File: src/rtl/sercore_pkg.sv
package sercore_pkg;

    localparam int          SUB_W     = 4;
    localparam logic [3:0]  SUB_LAST  = 4'd15;
    localparam logic [3:0]  SUB_HALF  = 4'd7;
    localparam int          CHAR_W    = 9;
    localparam int          ST_W      = 7;

    localparam int ST_RXRDY = 0;
    localparam int ST_TXEMP = 1;
    localparam int ST_OVR   = 2;
    localparam int ST_PERR  = 3;
    localparam int ST_FERR  = 4;
    localparam int ST_BRK   = 5;
    localparam int ST_ADDR  = 6;

    localparam logic [2:0] PAR_EVEN  = 3'd0;
    localparam logic [2:0] PAR_ODD   = 3'd1;
    localparam logic [2:0] PAR_ZERO  = 3'd2;
    localparam logic [2:0] PAR_ONE   = 3'd3;
    localparam logic [2:0] PAR_NONE  = 3'd4;
    localparam logic [2:0] PAR_MDROP = 3'd5;

    localparam logic [1:0] CH_NORMAL = 2'd0;
    localparam logic [1:0] CH_ECHO   = 2'd1;
    localparam logic [1:0] CH_LLOOP  = 2'd2;
    localparam logic [1:0] CH_RLOOP  = 2'd3;

    typedef enum logic [2:0] {
        TX_IDLE, TX_START, TX_DATA, TX_PAR, TX_STOP, TX_BREAK
    } tx_state_t;

    typedef enum logic [2:0] {
        RX_IDLE, RX_START, RX_DATA, RX_PAR, RX_STOP, RX_BRKWAIT
    } rx_state_t;

    function automatic logic [3:0] char_bits(input logic [2:0] code);
        return (code > 3'd4) ? 4'd9 : ({1'b0, code} + 4'd5);
    endfunction

    function automatic logic [CHAR_W-1:0] char_mask(input logic [2:0] code);
        return 9'h1FF >> (4'd9 - char_bits(code));
    endfunction

    function automatic logic parity_used(input logic [2:0] mode);
        return (mode <= PAR_ONE) || (mode == PAR_MDROP);
    endfunction

    function automatic logic frame_parity(input logic [2:0] mode,
                                          input logic [CHAR_W-1:0] d,
                                          input logic mark);
        case (mode)
            PAR_EVEN:  return ^d;
            PAR_ODD:   return ~(^d);
            PAR_ONE:   return 1'b1;
            PAR_MDROP: return mark;
            default:   return 1'b0;
        endcase
    endfunction

endpackage

File: src/rtl/sercore_baud.sv
module sercore_baud #(
    parameter int DIV_W = 16
) (
    input  logic             clk,
    input  logic             rst_n,
    input  logic [DIV_W-1:0] div,
    output logic             tick
);
    logic [DIV_W-1:0] cnt;

    always_ff @(posedge clk or negedge rst_n) begin
        if (!rst_n) begin
            cnt  <= '0;
            tick <= 1'b0;
        end else if (cnt == '0) begin
            cnt  <= (div == '0) ? '0 : div - DIV_W'(1);
            tick <= 1'b1;
        end else begin
            cnt  <= cnt - DIV_W'(1);
            tick <= 1'b0;
        end
    end

    AST_TICK_SPACING: assert property (@(posedge clk) disable iff (!rst_n)
        (tick && $past(div) > DIV_W'(1)) |=> !tick);

endmodule

File: src/rtl/sercore_tx.sv
module sercore_tx
    import sercore_pkg::*;
(
    input  logic              clk,
    input  logic              rst_n,
    input  logic              tick,
    input  logic [2:0]        len_code,
    input  logic [2:0]        par_mode,
    input  logic              send_break,
    input  logic              load,
    input  logic [CHAR_W-1:0] load_data,
    input  logic              load_mark,
    output logic              line,
    output logic              hold_empty
);
    tx_state_t         st, nxt;
    logic [SUB_W-1:0]  sub;
    logic [3:0]        bitn;
    logic [3:0]        nbits;
    logic [CHAR_W-1:0] shreg, hold, masked;
    logic              hold_mark, hold_full, par_q, bit_end;

    assign nbits      = char_bits(len_code);
    assign masked     = hold & char_mask(len_code);
    assign bit_end    = tick && (sub == SUB_LAST);
    assign hold_empty = !hold_full;

    always_comb begin
        nxt = st;
        unique case (st)
            TX_IDLE: begin
                if (tick && send_break)     nxt = TX_BREAK;
                else if (tick && hold_full) nxt = TX_START;
            end
            TX_START: if (bit_end) nxt = TX_DATA;
            TX_DATA:  if (bit_end && bitn == nbits - 4'd1)
                          nxt = parity_used(par_mode) ? TX_PAR : TX_STOP;
            TX_PAR:   if (bit_end) nxt = TX_STOP;
            TX_STOP:  if (bit_end) nxt = TX_IDLE;
            TX_BREAK: if (tick && !send_break) nxt = TX_IDLE;
            default:  nxt = TX_IDLE;
        endcase
    end

    always_ff @(posedge clk or negedge rst_n) begin
        if (!rst_n) st <= TX_IDLE;
        else        st <= nxt;
    end

    always_ff @(posedge clk or negedge rst_n) begin
        if (!rst_n) begin
            sub       <= '0;
            bitn      <= '0;
            shreg     <= '0;
            hold      <= '0;
            hold_mark <= 1'b0;
            hold_full <= 1'b0;
            par_q     <= 1'b0;
        end else begin
            if (load && !hold_full) begin
                hold      <= load_data;
                hold_mark <= load_mark;
                hold_full <= 1'b1;
            end
            if (st == TX_IDLE && nxt == TX_START) begin
                shreg     <= masked;
                par_q     <= frame_parity(par_mode, masked, hold_mark);
                bitn      <= '0;
                sub       <= '0;
                hold_full <= 1'b0;
            end else if (tick) begin
                if (st == TX_IDLE || st == TX_BREAK) sub <= '0;
                else                                 sub <= sub + SUB_W'(1);
                if (st == TX_DATA && sub == SUB_LAST) begin
                    shreg <= shreg >> 1;
                    bitn  <= bitn + 4'd1;
                end
            end
        end
    end

    always_comb begin
        unique case (st)
            TX_START: line = 1'b0;
            TX_DATA:  line = shreg[0];
            TX_PAR:   line = par_q;
            TX_BREAK: line = 1'b0;
            default:  line = 1'b1;
        endcase
    end

    AST_TX_HOLD_KEEP: assert property (@(posedge clk) disable iff (!rst_n)
        (hold_full && !(tick && st == TX_IDLE && !send_break)) |=> hold_full);

    AST_TX_BIT_BOUND: assert property (@(posedge clk) disable iff (!rst_n)
        (st == TX_DATA && $stable(len_code)) |-> (bitn < nbits));

endmodule

File: src/rtl/sercore_rx.sv
module sercore_rx
    import sercore_pkg::*;
(
    input  logic              clk,
    input  logic              rst_n,
    input  logic              tick,
    input  logic              rxd,
    input  logic [2:0]        len_code,
    input  logic [2:0]        par_mode,
    input  logic              consume,
    output logic [CHAR_W-1:0] data,
    output logic              ready,
    output logic              ovr,
    output logic              perr,
    output logic              ferr,
    output logic              brk,
    output logic              addr
);
    rx_state_t         st, nxt;
    logic [SUB_W-1:0]  sub;
    logic [3:0]        bitn;
    logic [3:0]        nbits;
    logic [CHAR_W-1:0] shreg;
    logic              par_s, bit_mid, start_mid, all_zero, deliver, bad_par;

    assign nbits     = char_bits(len_code);
    assign bit_mid   = tick && (sub == SUB_LAST);
    assign start_mid = tick && (sub == SUB_HALF);
    assign all_zero  = (shreg == '0) && !(parity_used(par_mode) && par_s) && !rxd;
    assign deliver   = (st == RX_STOP) && bit_mid && !all_zero;
    assign bad_par   = parity_used(par_mode) && (par_mode != PAR_MDROP)
                       && (par_s != frame_parity(par_mode, shreg, 1'b0));

    always_comb begin
        nxt = st;
        unique case (st)
            RX_IDLE:    if (tick && !rxd) nxt = RX_START;
            RX_START:   if (start_mid) nxt = rxd ? RX_IDLE : RX_DATA;
            RX_DATA:    if (bit_mid && bitn == nbits - 4'd1)
                            nxt = parity_used(par_mode) ? RX_PAR : RX_STOP;
            RX_PAR:     if (bit_mid) nxt = RX_STOP;
            RX_STOP:    if (bit_mid) nxt = all_zero ? RX_BRKWAIT : RX_IDLE;
            RX_BRKWAIT: if (tick && rxd) nxt = RX_IDLE;
            default:    nxt = RX_IDLE;
        endcase
    end

    always_ff @(posedge clk or negedge rst_n) begin
        if (!rst_n) st <= RX_IDLE;
        else        st <= nxt;
    end

    always_ff @(posedge clk or negedge rst_n) begin
        if (!rst_n) begin
            sub   <= '0;
            bitn  <= '0;
            shreg <= '0;
            par_s <= 1'b0;
        end else if (tick) begin
            if (st == RX_IDLE || st == RX_BRKWAIT || (st == RX_START && sub == SUB_HALF))
                sub <= '0;
            else
                sub <= sub + SUB_W'(1);
            if (st == RX_START && sub == SUB_HALF) begin
                shreg <= '0;
                bitn  <= '0;
            end
            if (st == RX_DATA && sub == SUB_LAST) begin
                shreg[bitn] <= rxd;
                bitn        <= bitn + 4'd1;
            end
            if (st == RX_PAR && sub == SUB_LAST) par_s <= rxd;
        end
    end

    always_ff @(posedge clk or negedge rst_n) begin
        if (!rst_n) begin
            data  <= '0;
            ready <= 1'b0;
            ovr   <= 1'b0;
            perr  <= 1'b0;
            ferr  <= 1'b0;
            brk   <= 1'b0;
            addr  <= 1'b0;
        end else begin
            if (deliver) begin
                data  <= shreg;
                ferr  <= !rxd;
                perr  <= bad_par;
                addr  <= (par_mode == PAR_MDROP) && par_s;
                ready <= 1'b1;
                if (ready && !consume) ovr <= 1'b1;
            end else if (consume) begin
                ready <= 1'b0;
                ovr   <= 1'b0;
            end
            if (st == RX_STOP && bit_mid && all_zero) brk <= 1'b1;
            else if (st == RX_BRKWAIT && tick && rxd)  brk <= 1'b0;
        end
    end

    AST_RX_OVR_CAUSE: assert property (@(posedge clk) disable iff (!rst_n)
        $rose(ovr) |-> $past(ready));

    AST_RX_BRK_NO_LOAD: assert property (@(posedge clk) disable iff (!rst_n)
        brk |=> $stable(data));

endmodule

File: src/rtl/serial_port_core.sv
module serial_port_core
    import sercore_pkg::*;
#(
    parameter int DIV_W       = 16,
    parameter int SYNC_STAGES = 2
) (
    input  logic              clk,
    input  logic              rst_n,
    input  logic [DIV_W-1:0]  baud_div,
    input  logic [2:0]        char_len,
    input  logic [2:0]        par_mode,
    input  logic [1:0]        chan_mode,
    input  logic              send_break,
    input  logic              wr_en,
    input  logic [CHAR_W-1:0] wr_data,
    input  logic              wr_addr_mark,
    input  logic              rd_en,
    output logic [CHAR_W-1:0] rd_data,
    output logic [ST_W-1:0]   status,
    input  logic [ST_W-1:0]   int_en,
    output logic              irq,
    output logic              tx_dreq,
    input  logic              tx_dack,
    output logic              rx_dreq,
    input  logic              rx_dack,
    output logic              txd,
    input  logic              rxd
);
    logic                   tick, tx_line, core_rx, hold_empty;
    logic                   rdy, ovr, perr, ferr, brk, addr;
    logic [SYNC_STAGES-1:0] sync_q;
    logic                   rx_pin_s;

    always_ff @(posedge clk or negedge rst_n) begin
        if (!rst_n) sync_q <= '1;
        else        sync_q <= {sync_q[SYNC_STAGES-2:0], rxd};
    end
    assign rx_pin_s = sync_q[SYNC_STAGES-1];

    always_comb begin
        unique case (chan_mode)
            CH_ECHO:  begin txd = rxd;     core_rx = rx_pin_s; end
            CH_LLOOP: begin txd = 1'b1;    core_rx = tx_line;  end
            CH_RLOOP: begin txd = rxd;     core_rx = 1'b1;     end
            default:  begin txd = tx_line; core_rx = rx_pin_s; end
        endcase
    end

    sercore_baud #(.DIV_W(DIV_W)) i_baud (
        .clk(clk), .rst_n(rst_n), .div(baud_div), .tick(tick)
    );

    sercore_tx i_tx (
        .clk(clk), .rst_n(rst_n), .tick(tick),
        .len_code(char_len), .par_mode(par_mode), .send_break(send_break),
        .load(wr_en | tx_dack), .load_data(wr_data), .load_mark(wr_addr_mark),
        .line(tx_line), .hold_empty(hold_empty)
    );

    sercore_rx i_rx (
        .clk(clk), .rst_n(rst_n), .tick(tick), .rxd(core_rx),
        .len_code(char_len), .par_mode(par_mode), .consume(rd_en | rx_dack),
        .data(rd_data), .ready(rdy), .ovr(ovr), .perr(perr), .ferr(ferr),
        .brk(brk), .addr(addr)
    );

    always_comb begin
        status           = '0;
        status[ST_RXRDY] = rdy;
        status[ST_TXEMP] = hold_empty;
        status[ST_OVR]   = ovr;
        status[ST_PERR]  = perr;
        status[ST_FERR]  = ferr;
        status[ST_BRK]   = brk;
        status[ST_ADDR]  = addr;
    end

    assign irq     = |(status & int_en);
    assign tx_dreq = hold_empty;
    assign rx_dreq = rdy;

endmodule

File: config.mk
export PLATFORM = sky130hd
export DESIGN_NAME = serial_port_core
export DESIGN_NICKNAME = d
export VERILOG_FILES = /design/src/rtl/sercore_pkg.sv /design/src/rtl/sercore_baud.sv /design/src/rtl/sercore_tx.sv /design/src/rtl/sercore_rx.sv /design/src/rtl/serial_port_core.sv
export SDC_FILE = /design/constraint.sdc
export NUM_CORES = 1
export LEC_CHECK = 0
export BUFFER_PORTS_ARGS = -buffer_cell sky130_fd_sc_hd__clkbuf_2
export CORE_ASPECT_RATIO = 0.6
export CORE_MARGIN = 8
export CORE_UTILIZATION = 60
export CTS_BUF_LIST = sky130_fd_sc_hd__clkbuf_8
export CTS_CLUSTER_SIZE = 25
export DETAILED_ROUTE_END_ITERATION = 10
export GPL_TIMING_DRIVEN = 0
export PLACE_DENSITY = 0.83
export SYNTH_ARGS = -nofsm -noshare
export SYNTH_HDL_FRONTEND = slang
export SYNTH_HIERARCHICAL = 1
export SYNTH_SLANG_ARGS = --single-unit
File: constraint.sdc
create_clock -name clk -period 5 [get_ports clk]
set_input_delay 0.25 -clock clk [delete_from_list [all_inputs] [get_ports clk]]
set_output_delay 0.25 -clock clk [all_outputs]
set_load 0.005 [all_outputs]
# Word-level counts from Yosys, hierarchy flattened
# Cells that the tools add are included.
[classes]
addsub = 9
order_cmp = 4
eq_ne = 31
shift = 1
muxes = 53
bitwise_logic = 6
reduce_logical = 61
[ops]
columns = ["cell", "count"]
rows = [
  ["$mux W9", 6],
  ["$mux W3", 15],
  ["$mux W4", 10],
  ["$pmux W3 S6", 2],
  ["$logic_not A16 Y1", 2],
  ["$mux W16", 2],
  ["$sub A16 B1 Y16 const B", 2],
  ["$logic_and A1 B1 Y1", 29],
  ["$reduce_xor A9 Y1", 2],
  ["$add A4 B1 Y4 const B", 4],
  ["$eq A3 B2 Y1 const B", 5],
  ["$eq A3 B3 Y1 const B", 5],
  ["$eq A3 B1 Y1 const B", 4],
  ["$ne A2 B1 Y1 const B", 6],
  ["$reduce_bool A2 Y1", 6],
  ["$mux W1", 10],
  ["$and A9 B9 Y9", 1],
  ["$bwmux W9", 1],
  ["$logic_not A3 Y1", 3],
  ["$logic_not A9 Y1", 1],
  ["$shr A9 B4 Y9 const A", 1],
  ["$eq A4 B4 Y1", 2],
  ["$eq A4 B4 Y1 const B", 2],
  ["$reduce_and A2 Y1", 4],
  ["26 further kinds", 40],
]
[totals]
register_bits = 87
inputBits = 49
out_inout_bits = 20

# Longest topological paths before layout
# Gate-level depths: netlist of run 1.
[depth]
word_depth = 11
mapped_depth = 13
ltp_nobuf = 12

# Cells and area by module
# The synthesis of run 1 kept the hierarchy.
[modules_own_cells]
columns = ["mod", "n_inst", "cells_each", "area_per_inst_um2"]
rows = [
  ["sercore_rx", 1, 212, 2040.7],
  ["sercore_tx", 1, 202, 1963.1],
  ["sercore_baud", 1, 121, 1161.1],
  ["serial_port_core", 1, 21, 172.7],
]

# Worst setup path before layout of run 1
# OpenSTA, ideal clock, no wires.
[synth_path]
kind = "reg-to-reg"
from = "register i_tx.st[2]"
to = "register i_rx.st[0]"
setup_ns = 0.074
arrival_time_ns = 2.389
path_slack_ns = 2.537
path_stages_with_launch = 11
n_path_buf = 1
synth_period_minus_slack_ns = 2.463
path_cell_list = "dfrtp_1 -> clkbuf_1 -> nor2_1 -> a21oi_1 -> nor2_1 -> a21oi_1 -> nand2_1 -> mux4_2 -> o2bb2ai_2 -> a2111o_1 -> o21ai_2"
[synth_via]
elab_chain_cells = 9
elab_cells_between_ends = 17
cone_classes = "eq/ne (6); mux (5); reduce/logical (6)"
[synth_lines]
columns = ["element", "line", "text"]
rows = [
  ["start: declaration", "sercore_tx.sv:16", "tx_state_t st, nxt;"],
  ["start signal: assignment", "sercore_tx.sv:47", "else st <= nxt;"],
  ["$eq A3 B1 Y1 / $eq A3 B3 Y1 (equally long branches)", "sercore_tx.sv:83", "unique case (st)"],
  ["$reduce_or A2 Y1 (no source line)", "--", ""],
  ["$pmux W1 S3 (*)", "sercore_tx.sv:83", ""],
  ["via tx_line", "serial_port_core.sv:29", "logic tick, tx_line, core_rx, hold_empty;"],
  ["$pmux W1 S2 (*)", "serial_port_core.sv:41", "unique case (chan_mode)"],
  ["via core_rx", "serial_port_core.sv:29", ""],
  ["$logic_not A1 Y1", "sercore_rx.sv:29, sercore_rx.sv:37", ""],
  ["$logic_and A1 B1 Y1", "sercore_rx.sv:29", "assign all_zero = (shreg == '0) && !(parity_used(par_mode) && par_s) && !rxd;"],
  ["$mux W3 (2 in series)", "sercore_rx.sv:42", "RX_STOP: if (bit_mid) nxt = all_zero ? RX_BRKWAIT : RX_IDLE;"],
  ["$pmux W3 S6", "sercore_rx.sv:36", "unique case (st)"],
  ["end signal: assignment", "sercore_rx.sv:50", "else st <= nxt;"],
  ["end: declaration", "sercore_rx.sv:19", "rx_state_t st, nxt;"],
]
# Mark *: on every way through the listed nets, which the timed path passes. The rest lies on a longest branch. The select of a mux whose other input is x is not followed.
# A chain may end at the register's enable or synchronous reset.

# Worst setup path in the final report of run 1
# Ends and elaborated chain as after synthesis.

==> results of run 1 <==
-- path summary, 6_finish.rpt --
check / startpoint / to / slack [ns] / depth (start not counted)
hold reg to reg: sync_q[0] / sync_q[1] / 0.36 / 0
setup reg to reg: i_tx/st[2] / i_rx/st[0] / 1.91 / 10
min in group asynchronous: rst_n / i_baud/cnt[15] / 0.36 / 2
setup / recovery: i_tx/st[2] / i_rx/st[0] / 1.91 / 10
hold / removal: wr_data[6] / i_tx/hold[6] / 0.11 / 2
max in group asynchronous: rst_n / sync_q[0] / 3.97 / 3
-- power by group through the flow --
stage               Clock [µW]  Combinational (µW)  Sequential (µW)
global placement             0                 178              750
detailed placement           0                 190              751
floorplan                    0                 116              746
global route               628                 214              740
CTS                        599                 193              737
finish                     586                 194              737
-- sequential cells by signal (all words and copies together), names as in the netlist, 3 cells and up --
register and flops:
i_rx/data 9, i_rx/bitn 4, i_tx/shreg 9, i_tx/hold 9, i_rx/sub 4, i_baud/cnt 16
i_rx/st 3, i_tx/sub 4, i_tx/st 3, i_rx/shreg 9, i_tx/bitn 4
-- stage by stage --
step,hold slack [ns],power [µW]
2_1_floorplan,-0.0456,862
3_3_place_gp,0.348,927
3_5_place_dp,0.220,941
4_1_cts,0.0873,1530
5_1_grt,0.0955,1580
6_report,0.105,1520
-- layout make-up --
type                       count  area, µm²
sequential                    87       2180
multi-input combinational    410       2890
timing repair buffer          71        390
tap                          112        140
fill                         663       2480
clock inverter                 7        113
buffer                        25        140
inverter                      34        128
clock buffer                   9        124
-- repair_timing --
action	4_1_cts	5_1_grt
buffers inserted	0	0
hold endpoints to repair	25	0
hold buffers	2	0
-- layout by cell type, fill, tap and decap left out, drive strengths merged, types with 10 or more instances in the layout --
| cell | instances |
|---|---|
| a211oi | 10 |
| mux2i | 19 |
| nor2 | 35 |
| xor2 | 15 |
| o22ai | 17 |
| inv | 35 |
| nor3 | 15 |
| nand2 | 51 |
| ha | 23 |
| o21ai | 38 |
| nand3 | 16 |
| dfrtp | 85 |
| xnor2 | 33 |
| mux2 | 12 |
| buf | 15 |
| nand2b | 12 |
| clkbuf | 88 |
| a21oi | 14 |
-- worst max-delay path, cell delays in order (launching register included) --
cell and delay (ns):
sky130_fd_sc_hd__dfrtp_1 0.38, sky130_fd_sc_hd__clkbuf_1 0.41, sky130_fd_sc_hd__nor2_1 0.12, sky130_fd_sc_hd__a21oi_1 0.20
sky130_fd_sc_hd__nor2_1 0.07, sky130_fd_sc_hd__a21oi_1 0.45, sky130_fd_sc_hd__nand2_1 0.16, sky130_fd_sc_hd__mux4_2 0.53
sky130_fd_sc_hd__o2bb2ai_2 0.16, sky130_fd_sc_hd__a2111o_1 0.42, sky130_fd_sc_hd__o21ai_2 0.11
-- routing by layer --
layer / vias up / global-route usage, % / share of wire, %
met5: - / 0 / 0
met4: 0 / 6.21 / 1.1
met3: 17 / 5.44 / 7.1
met2: 147 / 35.1 / 47
met1: 2172 / 29.9 / 45
li1: 2146 / - / -
-- cells by family (layout without fill, tap and decap cells) --
family                   Yosys count  after routing  synth area share [%]
multiplexers                      32             32                  6.52
AND/OR/NAND/NOR                  182            182                  18.2
flip-flops                        87             87                  40.8
AO/OA/AOI/OAI                    124            124                  15.7
buffers and inverters             59            146                  5.02
XOR/XNOR                          49             49                  8.30
adder cells (fa/ha/maj)           23             23                  5.39
==> impl_table.tex, run 1 <==
\begin{tabular}{lr}
\hline
Metric & Value \\
\hline
\multicolumn{2}{l}{\textbf{Global route}} \\
\quad Vias in the first global route & 4422 \\
\quad Initial antenna violation count & 0 \\
\quad First-pass GRT wire length & 21.5 mm \\
\quad Gr usage total & 22.2\% \\
\quad Maximum number of pins on one net before global-route repair & 64 \\
\quad GRT overflow & 0 \\
\multicolumn{2}{l}{\textbf{Pwr}} \\
\quad Net switching share of the total power & 25.0\% \\
\quad Peak ir drop on the vdd network & 0.154 mV \\
\quad P per Cell Area & 248 mW/mm² \\
\quad Sequential group share of total power & 48.6\% \\
\quad Internal power of the cells & 1140 µW \\
\quad Static Leakage & 0.00269 µW \\
\quad Net Switching & 379 µW \\
\quad Share of total power in combinational logic & 12.8\% \\
\quad Clk pwr share & 38.6\% \\
\multicolumn{2}{l}{\textbf{Placement}} \\
\quad Pre-CTS setup slack & 1.97 ns \\
\quad Number of placed instances, taps included & 737 \\
\quad Last weighted congestion value of the routability-driven placer & 0.885 \\
\quad Instance area at placement & 0.00585 mm² \\
\quad Half-perimeter wire length after placement & 9.92 mm \\
\quad IO Port Bufs & 68 \\
\multicolumn{2}{l}{\textbf{Detailed routing}} \\
\quad Final routed wirelength across all metal layers & 13.0 mm \\
\quad Number of iterations in the first detailed-routing pass & 4 \\
\quad Residual DRC & 0 \\
\quad DR vias & 4482 \\
\quad Via count normalized by instance count & 5.94 \\
\quad Drt wl/cell & 17.2 µm \\
\quad DRT antenna net count & 0 \\
\quad Number of DRC markers after the initial detailed-route iteration & 278 \\
\multicolumn{2}{l}{\textbf{Synth}} \\
\quad Top area cells in the synthesized netlist & sky130\_fd\_sc\_hd\_\_dfrtp\_1 40\%, sky130\_fd\_sc\_hd\_\_xnor2\_1 5.4\%, sky130\_fd\_sc\_hd\_\_ha\_1 5.4\% \\
\quad Cell Area, Synth & 0.00534 mm² \\
\quad Gate Count Post-Synth & 556 \\
\quad Most frequent cell after synthesis & sky130\_fd\_sc\_hd\_\_dfrtp\_1 \\
\quad Number of warnings issued by yosys & 6 \\
\quad Primary flip-flop cell chosen by synthesis mapping & sky130\_fd\_sc\_hd\_\_dfrtp\_1 \\
\quad Net count of the mapped netlist & 628 \\
\quad Number of synthesized flops with an enable pin & 0 \\
\quad Average footprint of a synthesized cell & 9.60 µm² \\
\quad Distinct cell type count of the synthesized netlist & 70 \\
\quad Synthesis-stage register bit count & 87 \\
\quad Proportion of synthesized flip-flops having asynchronous set or reset & 100\% \\
\quad Share of the yosys chip area belonging to registers & 40.8\% \\
\quad Top cells by count, synth & 85 x sky130\_fd\_sc\_hd\_\_dfrtp\_1, 51 x sky130\_fd\_sc\_hd\_\_nand2\_1, 36 x sky130\_fd\_sc\_hd\_\_o21ai\_0 \\
\quad Area share of the largest cell type after synthesis & 39.8\% \\
\quad Cell taking the most area after synthesis & sky130\_fd\_sc\_hd\_\_dfrtp\_1 \\
\multicolumn{2}{l}{\textbf{Clock network}} \\
\quad Number of H-tree levels & 3 \\
\quad Number of gates resized after CTS & 0 \\
\quad Clock sinks & 87 \\
\quad Clock tree from TritonCTS & built \\
\quad Clock root buffer master & sky130\_fd\_sc\_hd\_\_clkbuf\_8 \\
\quad CTS buffer count & 9 \\
\quad Reg clk slew, reported paths & 0.09 ns \\
\quad CTS max path bufs & 2 \\
\quad Clock latency on the worst-skew pair & 0.37 ns \\
\multicolumn{2}{l}{\textbf{Final layout}} \\
\quad Syn-to-layout area delta & 14.4\% \\
\quad Design area & 0.00610 mm² \\
\quad NumNets Final & 710 \\
\quad Cell Count, Final, Fillers Out & 755 \\
\quad Fin util & 71.1\% \\
\quad N\_diodes & 0 \\
\quad Fraction of layout instances using a drive strength above 1 & 21.8\% \\
\multicolumn{2}{l}{\textbf{Floorplan}} \\
\quad Starting utilization of the core area & 62.2\% \\
\quad Die Area & 0.0123 mm² \\
\quad Row count & 26 \\
\quad Boundary pin count & 69 \\
\quad Y dimension of the die & 89.1 µm \\
\quad Width of the die & 138 µm \\
\quad Floorplan Core Area & 0.00859 mm² \\
\multicolumn{2}{l}{\textbf{STA}} \\
\quad Actual slew at the worst max-slew pin & 0.805 ns \\
\quad Post-route fraction of the period consumed by the critical path & 61.7\% \\
\quad Clock Skew & 0.00999 ns \\
\quad Count of final setup violators & 0 \\
\quad Worst setup margin & 1.91 ns \\
\quad Top achievable clock speed & 324 MHz \\
\quad Worst slew margin relative to its limit & 45.9\% \\
\quad Number of failing hold endpoints at the final stage & 0 \\
\quad Final slew viol count & 0 \\
\quad RSZ-0062 raised after global routing & false \\
\quad Min Tclk post-route & 3.09 ns \\
\quad Sum of negative setup slack & 0 ns \\
\multicolumn{2}{l}{\textbf{Worst setup path}} \\
\quad Category of the worst setup path capture point & flip-flop \\
\quad Endpoint arrival time on the critical path & 3.39 ns \\
\quad Worst EP required & 5.31 ns \\
\quad Worst Path Max Fanout & 10 \\
\quad Sort of element at the start of the critical path & flip-flop \\
\quad Type of the setup path with the least slack & flip-flop to flip-flop \\
\multicolumn{2}{l}{\textbf{Flow run}} \\
\quad Count of max-cap constraint violations & 0 \\
\multicolumn{2}{l}{\textbf{Worst hold path}} \\
\quad Hold/Removal Path Class & input pin to flip-flop \\
\multicolumn{2}{l}{\textbf{Status}} \\
\quad Outcome & complete, no violations \\
\hline
\end{tabular}
Power figures use the tool's default switching activity.
==> inputs of run 2 (changes only) <==
Clock period 5 ns to 2.9 ns, I/O delays scaled along.
==> impl_table.tex, run 2 (synthesis results as in run 1) <==
\begin{tabular}{lr}
\hline
Metric & Value \\
\hline
\multicolumn{2}{l}{\textbf{Final layout}} \\
\quad NumNets Final & 719 (+1.3\%) \\
\quad Most common library cell in the layout ignoring fill and taps & sky130\_fd\_sc\_hd\_\_dfrtp\_1 \\
\quad Fraction of layout instances using a drive strength above 1 & 22.2\% (+0.47 points) \\
\quad Cell Count, Final, Fillers Out & 764 (+1.2\%) \\
\quad Largest register by flop count & i\_baud/cnt \\
\quad Fillcell total & 643 (-3.0\%) \\
\quad Largest register FFs & 16 (unchanged) \\
\quad Combined area of the multi-input logic cells & 0.00290 mm² (+0.39\%) \\
\quad N\_diodes & 0 (unchanged) \\
\quad Combined flip-flop and latch cell area & 0.00218 mm² (unchanged) \\
\quad Syn-to-layout area delta & 16.4\% \\
\quad Commonest non-fill, non-tap cells in the layout & 85 x sky130\_fd\_sc\_hd\_\_dfrtp\_1, 69 x sky130\_fd\_sc\_hd\_\_clkbuf\_2, 51 x sky130\_fd\_sc\_hd\_\_nand2\_1 \\
\multicolumn{2}{l}{\textbf{Floorplan}} \\
\quad Boundary pin count & 69 (unchanged) \\
\quad Row count & 26 (unchanged) \\
\quad Width of the die & 138 µm (unchanged) \\
\quad Floorplan Core Area & 0.00859 mm² (unchanged) \\
\quad Die Area & 0.0123 mm² (unchanged) \\
\quad Starting utilization of the core area & 62.2\% (unchanged) \\
\quad Y dimension of the die & 89.1 µm (unchanged) \\
\multicolumn{2}{l}{\textbf{Detailed routing}} \\
\quad DRT antenna net count & 0 (unchanged) \\
\quad Final routed wirelength across all metal layers & 13.4 mm (+2.9\%) \\
\quad Residual DRC & 0 (unchanged) \\
\quad Number of iterations in the first detailed-routing pass & 5 (+1) \\
\quad Drt wl/cell & 17.5 µm (+1.7\%) \\
\quad Via count normalized by instance count & 5.93 (-0.16\%) \\
\quad Number of DRC markers after the initial detailed-route iteration & 325 (+17\%) \\
\quad DR vias & 4528 (+1.0\%) \\
\multicolumn{2}{l}{\textbf{STA}} \\
\quad Post-route fraction of the period consumed by the critical path & 95.0\% (+33 points) \\
\quad Worst setup margin & 0.145 ns (-1.77 ns) \\
\quad Final slew viol count & 0 (unchanged) \\
\quad Number of failing hold endpoints at the final stage & 0 (unchanged) \\
\quad Top achievable clock speed & 363 MHz (+12\%) \\
\quad Worst slew margin relative to its limit & 47.9\% (+2.0 points) \\
\quad RSZ-0062 raised after global routing & false \\
\quad Actual slew at the worst max-slew pin & 0.775 ns (-0.0299 ns) \\
\quad Count of final setup violators & 0 (unchanged) \\
\quad Clock Skew & 0.0108 ns (+0.000782 ns) \\
\quad Min Tclk post-route & 2.76 ns (-0.331 ns) \\
\multicolumn{2}{l}{\textbf{Global route}} \\
\quad Maximum number of pins on one net before global-route repair & 64 (unchanged) \\
\quad Vias in the first global route & 4537 (+2.6\%) \\
\quad Routing usage on met2 & 36.9\% (+1.8 points) \\
\quad First-pass GRT wire length & 22.2 mm (+3.2\%) \\
\quad GRT overflow & 0 (unchanged) \\
\quad Met1 Use GR & 30.3\% (+0.39 points) \\
\quad Initial antenna violation count & 0 (unchanged) \\
\quad Gr usage total & 22.9\% (+0.73 points) \\
\quad Top Usage Layer GRT & met2 \\
\quad Grt met3 use & 5.67\% (+0.22 points) \\
\multicolumn{2}{l}{\textbf{Placement}} \\
\quad Pre-CTS setup slack & -0.128 ns (-2.10 ns) \\
\quad Number of placed instances, taps included & 737 (unchanged) \\
\quad Half-perimeter wire length after placement & 9.92 mm (unchanged) \\
\quad Last weighted congestion value of the routability-driven placer & 0.885 (unchanged) \\
\quad IO Port Bufs & 68 (unchanged) \\
\multicolumn{2}{l}{\textbf{Clock network}} \\
\quad Number of H-tree levels & 3 (unchanged) \\
\quad Clock latency on the worst-skew pair & 0.38 ns (about the same) \\
\quad CTS buffer count & 9 (unchanged) \\
\quad Clock tree from TritonCTS & built \\
\quad Clock sinks & 87 (unchanged) \\
\quad CTS max path bufs & 2 (unchanged) \\
\quad Reg clk slew, reported paths & 0.09 ns (about the same) \\
\quad Clock root buffer master & sky130\_fd\_sc\_hd\_\_clkbuf\_8 \\
\multicolumn{2}{l}{\textbf{Pwr}} \\
\quad Peak ir drop on the vdd network & 0.265 mV (+72\%) \\
\quad Static Leakage & 0.00273 µW (+1.7\%) \\
\quad P per Cell Area & 425 mW/mm² (+71\%) \\
\quad Total power & 2640 µW (+74\%) \\
\multicolumn{2}{l}{\textbf{Worst setup path}} \\
\quad Category of the worst setup path capture point & flip-flop \\
\quad Worst EP required & 3.21 ns (-2.10 ns) \\
\quad Worst Path Max Fanout & 10 (unchanged) \\
\quad Type of the setup path with the least slack & flip-flop to flip-flop \\
\quad Endpoint arrival time on the critical path & 3.07 ns (-0.32 ns) \\
\quad Sort of element at the start of the critical path & flip-flop \\
\multicolumn{2}{l}{\textbf{Flow run}} \\
\quad Count of max-cap constraint violations & 0 (unchanged) \\
\multicolumn{2}{l}{\textbf{Status}} \\
\quad Outcome & complete, no violations \\
\multicolumn{2}{l}{\textbf{Worst hold path}} \\
\quad Hold/Removal Path Class & input pin to flip-flop \\
\hline
\end{tabular}
-- run 2: changes by cell type in the layout (fill, tap and decap cells not counted), sizes merged --
cell | previous run | this run
clkbuf | 88 | 87
dlygate4sd3 | 2 | 12
-- run 2: where the power goes --
group / internal (µW) / leakage [µW] / switching [µW] / total (µW)
sequential: 1240 / 0.00104 / 27.2 / 1270
clock: 567 / 0.000124 / 449 / 1020
combinational: 159 / 0.00157 / 194 / 353
total: 1970 / 0.00273 / 670 / 2640
-- run 2: stage by stage --
step | cell area (µm²) | TNS, ns | hold WS, ns | utilization (%)
after floorplan | 5340 | 0 | -0.151 | -
after global placement | 5820 | 0 | 0.252 | 67.7
after detailed placement | 5850 | -0.153 | 0.115 | 68.1
after CTS | 6210 | 0 | 0.00130 | 72.3
after global routing | 6210 | 0 | 0.0227 | 72.4
final | 6210 | 0 | 0.0141 | 72.4
-- run 2: cell type report --
class	instances	area share, %
well taps	112	2.25
clock buffers	9	1.99
plain buffers	24	2.23
flip-flops and latches	87	35.1
clock inverters	7	1.81
inverters	34	2.05
repair buffers	81	7.89
multi-input cells	410	46.7
-- run 2: final timing paths --
path / from / endpoint / slack, ns / cells past startpoint
worst min register to register: sync_q[0] / sync_q[1] / 0.36 / 0
worst max register to register: i_tx/st[0] / i_rx/st[0] / 0.14 / 11
max in group asynchronous: rst_n / sync_q[0] / 1.99 / 3
worst max-delay path: i_tx/st[0] / i_rx/st[0] / 0.14 / 11
worst min-delay path: wr_data[5] / i_tx/hold[5] / 0.01 / 2
min in group asynchronous: rst_n / i_baud/cnt[15] / 0.24 / 2
-- run 2: what timing repair did --
item | 4_1_cts | 5_1_grt
hold endpoints to repair | 35 | 0
pin swaps | 0 | 1
buffers inserted | 0 | 0
gates resized for setup | 1 | 6
hold buffers | 12 | 0
setup endpoints to repair | 3 | 13
-- run 2: metal layers --
layer	part of all wire, %	vias to the layer above
met5	0	-
met4	1.4	0
met3	7.1	24
met2	47	161
met1	45	2180
li1	-	2163
-- run 2: critical path: stages (launching register included) --
cell                        delay (ns)
sky130_fd_sc_hd__dfrtp_1          0.38
sky130_fd_sc_hd__clkbuf_2         0.19
sky130_fd_sc_hd__a21oi_1          0.17
sky130_fd_sc_hd__nor2_1           0.08
sky130_fd_sc_hd__a21oi_2          0.14
sky130_fd_sc_hd__nor2_1           0.07
sky130_fd_sc_hd__a21oi_2          0.29
sky130_fd_sc_hd__nand2_1          0.14
sky130_fd_sc_hd__mux4_2           0.52
sky130_fd_sc_hd__o2bb2ai_2        0.16
sky130_fd_sc_hd__a2111o_1         0.42
sky130_fd_sc_hd__o21ai_2          0.12
==> inputs of run 3 (changes only) <==
Settings changed: CORE_ASPECT_RATIO 0.6 to 2, SKIP_LAST_GASP from default to 1, TNS_END_PERCENT from default to 50.
==> impl_table.tex, run 3 (synthesis results as in run 1) <==
\begin{tabular}{lr}
\hline
Metric & Value \\
\hline
\multicolumn{2}{l}{\textbf{Floorplan}} \\
\quad Width of the die & 82.7 µm (-40\%) \\
\quad Row count & 48 (+85\%) \\
\quad Starting utilization of the core area & 61.7\% (-0.43 points) \\
\quad Floorplan Core Area & 0.00865 mm² (+0.70\%) \\
\quad Die Area & 0.0124 mm² (+0.68\%) \\
\quad Y dimension of the die & 149 µm (+68\%) \\
\quad Boundary pin count & 69 (unchanged) \\
\multicolumn{2}{l}{\textbf{Clock network}} \\
\quad Clock latency on the worst-skew pair & 0.36 ns (-0.02 ns) \\
\quad Clock tree from TritonCTS & built \\
\quad Number of buffers inserted by post-CTS setup repair & 0 (unchanged) \\
\quad Reg clk slew, reported paths & 0.08 ns (about the same) \\
\quad Clock sinks & 87 (unchanged) \\
\quad Clock root buffer master & sky130\_fd\_sc\_hd\_\_clkbuf\_8 \\
\quad CTS max path bufs & 2 (unchanged) \\
\quad CTS buffer count & 9 (unchanged) \\
\quad Number of H-tree levels & 3 (unchanged) \\
\multicolumn{2}{l}{\textbf{Global route}} \\
\quad Maximum number of pins on one net before global-route repair & 53 (-17\%) \\
\quad Initial antenna violation count & 0 (unchanged) \\
\quad Gr usage total & 21.8\% (-1.2 points) \\
\quad GRT overflow & 0 (unchanged) \\
\quad First-pass GRT wire length & 21.0 mm (-5.3\%) \\
\quad Vias in the first global route & 4693 (+3.4\%) \\
\multicolumn{2}{l}{\textbf{Detailed routing}} \\
\quad Final routed wirelength across all metal layers & 12.6 mm (-5.6\%) \\
\quad Number of DRC markers after the initial detailed-route iteration & 195 (-40\%) \\
\quad Residual DRC & 0 (unchanged) \\
\quad Number of iterations in the first detailed-routing pass & 4 (-1) \\
\quad DR vias & 4472 (-1.2\%) \\
\quad DRT antenna net count & 0 (unchanged) \\
\quad Drt wl/cell & 17.0 µm (-2.9\%) \\
\quad Via count normalized by instance count & 6.02 (+1.6\%) \\
\multicolumn{2}{l}{\textbf{Pwr}} \\
\quad Net Switching & 614 µW (-8.4\%) \\
\quad P per Cell Area & 400 mW/mm² (-5.9\%) \\
\quad Peak ir drop on the vdd network & 0.298 mV (+13\%) \\
\quad Sequential group share of total power & 52.5\% (+4.3 points) \\
\quad Clk pwr share & 33.7\% (-4.8 points) \\
\quad Static Leakage & 0.00268 µW (-2.1\%) \\
\quad Net switching share of the total power & 25.4\% (about the same) \\
\quad Share of total power in combinational logic & 13.7\% (+0.3 points) \\
\quad Internal power of the cells & 1810 µW (-8.4\%) \\
\multicolumn{2}{l}{\textbf{Worst hold path}} \\
\quad Hold/Removal Path Class & input pin to flip-flop \\
\quad Hold path cells & 2 (unchanged) \\
\quad Min-Delay Startpoint & wr\_data[5] \\
\multicolumn{2}{l}{\textbf{Final layout}} \\
\quad N\_diodes & 0 (unchanged) \\
\quad Most common library cell in the layout ignoring fill and taps & sky130\_fd\_sc\_hd\_\_dfrtp\_1 \\
\quad Fraction of layout instances using a drive strength above 1 & 21.9\% (-0.31 points) \\
\quad Largest register by flop count & i\_baud/cnt \\
\quad Commonest non-fill, non-tap cells in the layout & 85 x sky130\_fd\_sc\_hd\_\_dfrtp\_1, 68 x sky130\_fd\_sc\_hd\_\_clkbuf\_2, 51 x sky130\_fd\_sc\_hd\_\_nand2\_1 \\
\quad Combined flip-flop and latch cell area & 0.00218 mm² (unchanged) \\
\quad Fillcell total & 706 (+9.8\%) \\
\quad Combined area of the multi-input logic cells & 0.00289 mm² (-0.26\%) \\
\quad Syn-to-layout area delta & 13.4\% \\
\quad Largest register FFs & 16 (unchanged) \\
\quad NumNets Final & 710 (-1.3\%) \\
\quad Fin util & 70.0\% (-2.4 points) \\
\multicolumn{2}{l}{\textbf{Placement}} \\
\quad IO Port Bufs & 68 (unchanged) \\
\quad Pre-CTS setup slack & -0.125 ns (+0.00341 ns) \\
\quad Last weighted congestion value of the routability-driven placer & 0.867 (-2.0\%) \\
\quad Half-perimeter wire length after placement & 10.0 mm (+1.3\%) \\
\multicolumn{2}{l}{\textbf{Worst setup path}} \\
\quad Endpoint arrival time on the critical path & 3.17 ns (+0.10 ns) \\
\quad Worst path cell trace & clkbuf\_1, a21oi\_1, nor2\_1, a21oi\_1, nor2\_1, a21oi\_2, nand2\_1, mux4\_2, o2bb2ai\_2, a2111o\_1, o21ai\_2 \\
\quad CP peak stage delay & 0.52 ns (about the same) \\
\quad Worst setup startpoint & i\_tx/st[0] \\
\quad Type of the setup path with the least slack & flip-flop to flip-flop \\
\quad Master of the slowest instance on the critical path & sky130\_fd\_sc\_hd\_\_mux4\_2 \\
\quad Register-to-Register Path Depth & 11 (unchanged) \\
\quad Sort of element at the start of the critical path & flip-flop \\
\quad Category of the worst setup path capture point & flip-flop \\
\quad Worst Path Max Fanout & 10 (unchanged) \\
\quad Worst EP required & 3.20 ns (about the same) \\
\quad Start of the worst register-to-register path & i\_tx/st[0] \\
\multicolumn{2}{l}{\textbf{STA}} \\
\quad Number of failing hold endpoints at the final stage & 0 (unchanged) \\
\quad Worst setup margin & 0.0301 ns (-0.115 ns) \\
\quad Final slew viol count & 0 (unchanged) \\
\quad Top achievable clock speed & 348 MHz (-4.0\%) \\
\quad Post-route fraction of the period consumed by the critical path & 99.0\% (+4.0 points) \\
\quad Actual slew at the worst max-slew pin & 0.805 ns (+0.0301 ns) \\
\quad Worst slew margin relative to its limit & 45.9\% (-2.0 points) \\
\quad Clock Skew & 0.00592 ns (-0.00485 ns) \\
\quad RSZ-0062 raised after global routing & true \\
\quad Min Tclk post-route & 2.87 ns (+0.115 ns) \\
\quad Count of final setup violators & 0 (unchanged) \\
\multicolumn{2}{l}{\textbf{Status}} \\
\quad Outcome & complete, no violations \\
\multicolumn{2}{l}{\textbf{Flow run}} \\
\quad Count of max-cap constraint violations & 0 (unchanged) \\
\hline
\end{tabular}
==> run 3: critical path, delay by kind of cell, from the launching register on <==
kind | cells | cell delay, ns
buffers and inverters | 1 | 0.21
flip-flops | 1 | 0.39
multiplexers | 1 | 0.52
AO/OA/AOI/OAI | 6 | 1.37
AND/OR/NAND/NOR | 3 | 0.33
==> run 3: area by class of cell <==
type                    instances  area share, %
repair buffers                 72           6.61
well taps                     100           2.07
multi-input cells             410           47.8
clock buffers                  10           2.27
plain buffers                  24           2.27
flip-flops and latches         87           36.0
clock inverters                 6          0.868
inverters                      34           2.11
==> run 3: power by group through the flow <==
stage	registers (µW)	logic [µW]	clock network, µW
6_report	1270	333	816
3_3_place_gp	1290	308	0
2_1_floorplan	1290	200	0
5_1_grt	1280	368	901
4_1_cts	1270	334	843
3_5_place_dp	1300	326	0
==> run 3: per-stage QoR <==
| stage | instances | hold WS (ns) | power [µW] | setup TNS [ns] | instance area [µm²] |
|---|---|---|---|---|---|
| floorplan | 556 | -0.151 | 1490 | 0 | 5340 |
| global placement | 724 | 0.250 | 1600 | -0.0566 | 5800 |
| detailed placement | 725 | 0.174 | 1620 | -0.209 | 5830 |
| CTS | 743 | 0.00148 | 2450 | 0 | 6050 |
| global route | 743 | 0.000623 | 2540 | -0.203 | 6050 |
| finish | 743 | 0.0149 | 2420 | 0 | 6050 |
==> run 3: routing by layer <==
layer  vias to the layer above  part of all wire (%)  GRT usage [%]  wire, µm
met5                         -                     0              0         0
met4                         0                   3.9           12.7       496
met3                        37                   3.6           4.41       460
met2                       106                    59           40.9      7440
met1                      2185                    34           19.9      4240
li1                       2144                     -              -         -
==> run 3: worst paths after layout <==
path,endpoint,slack (ns)
max,i_rx/st[0],0.03
min,i_tx/hold[5],0.01
max reg2reg,i_rx/st[0],0.03
min reg2reg,sync_q[1],0.36
max in group asynchronous,sync_q[0],1.89
min in group asynchronous,i_tx/hold[5],0.33
==> run 3: repair_timing <==
item | CTS | global route
gates resized for setup | 1 | 2
hold buffers | 3 | 0
endpoints found under the setup margin | 3 | 3
endpoints found under the hold margin | 37 | 0
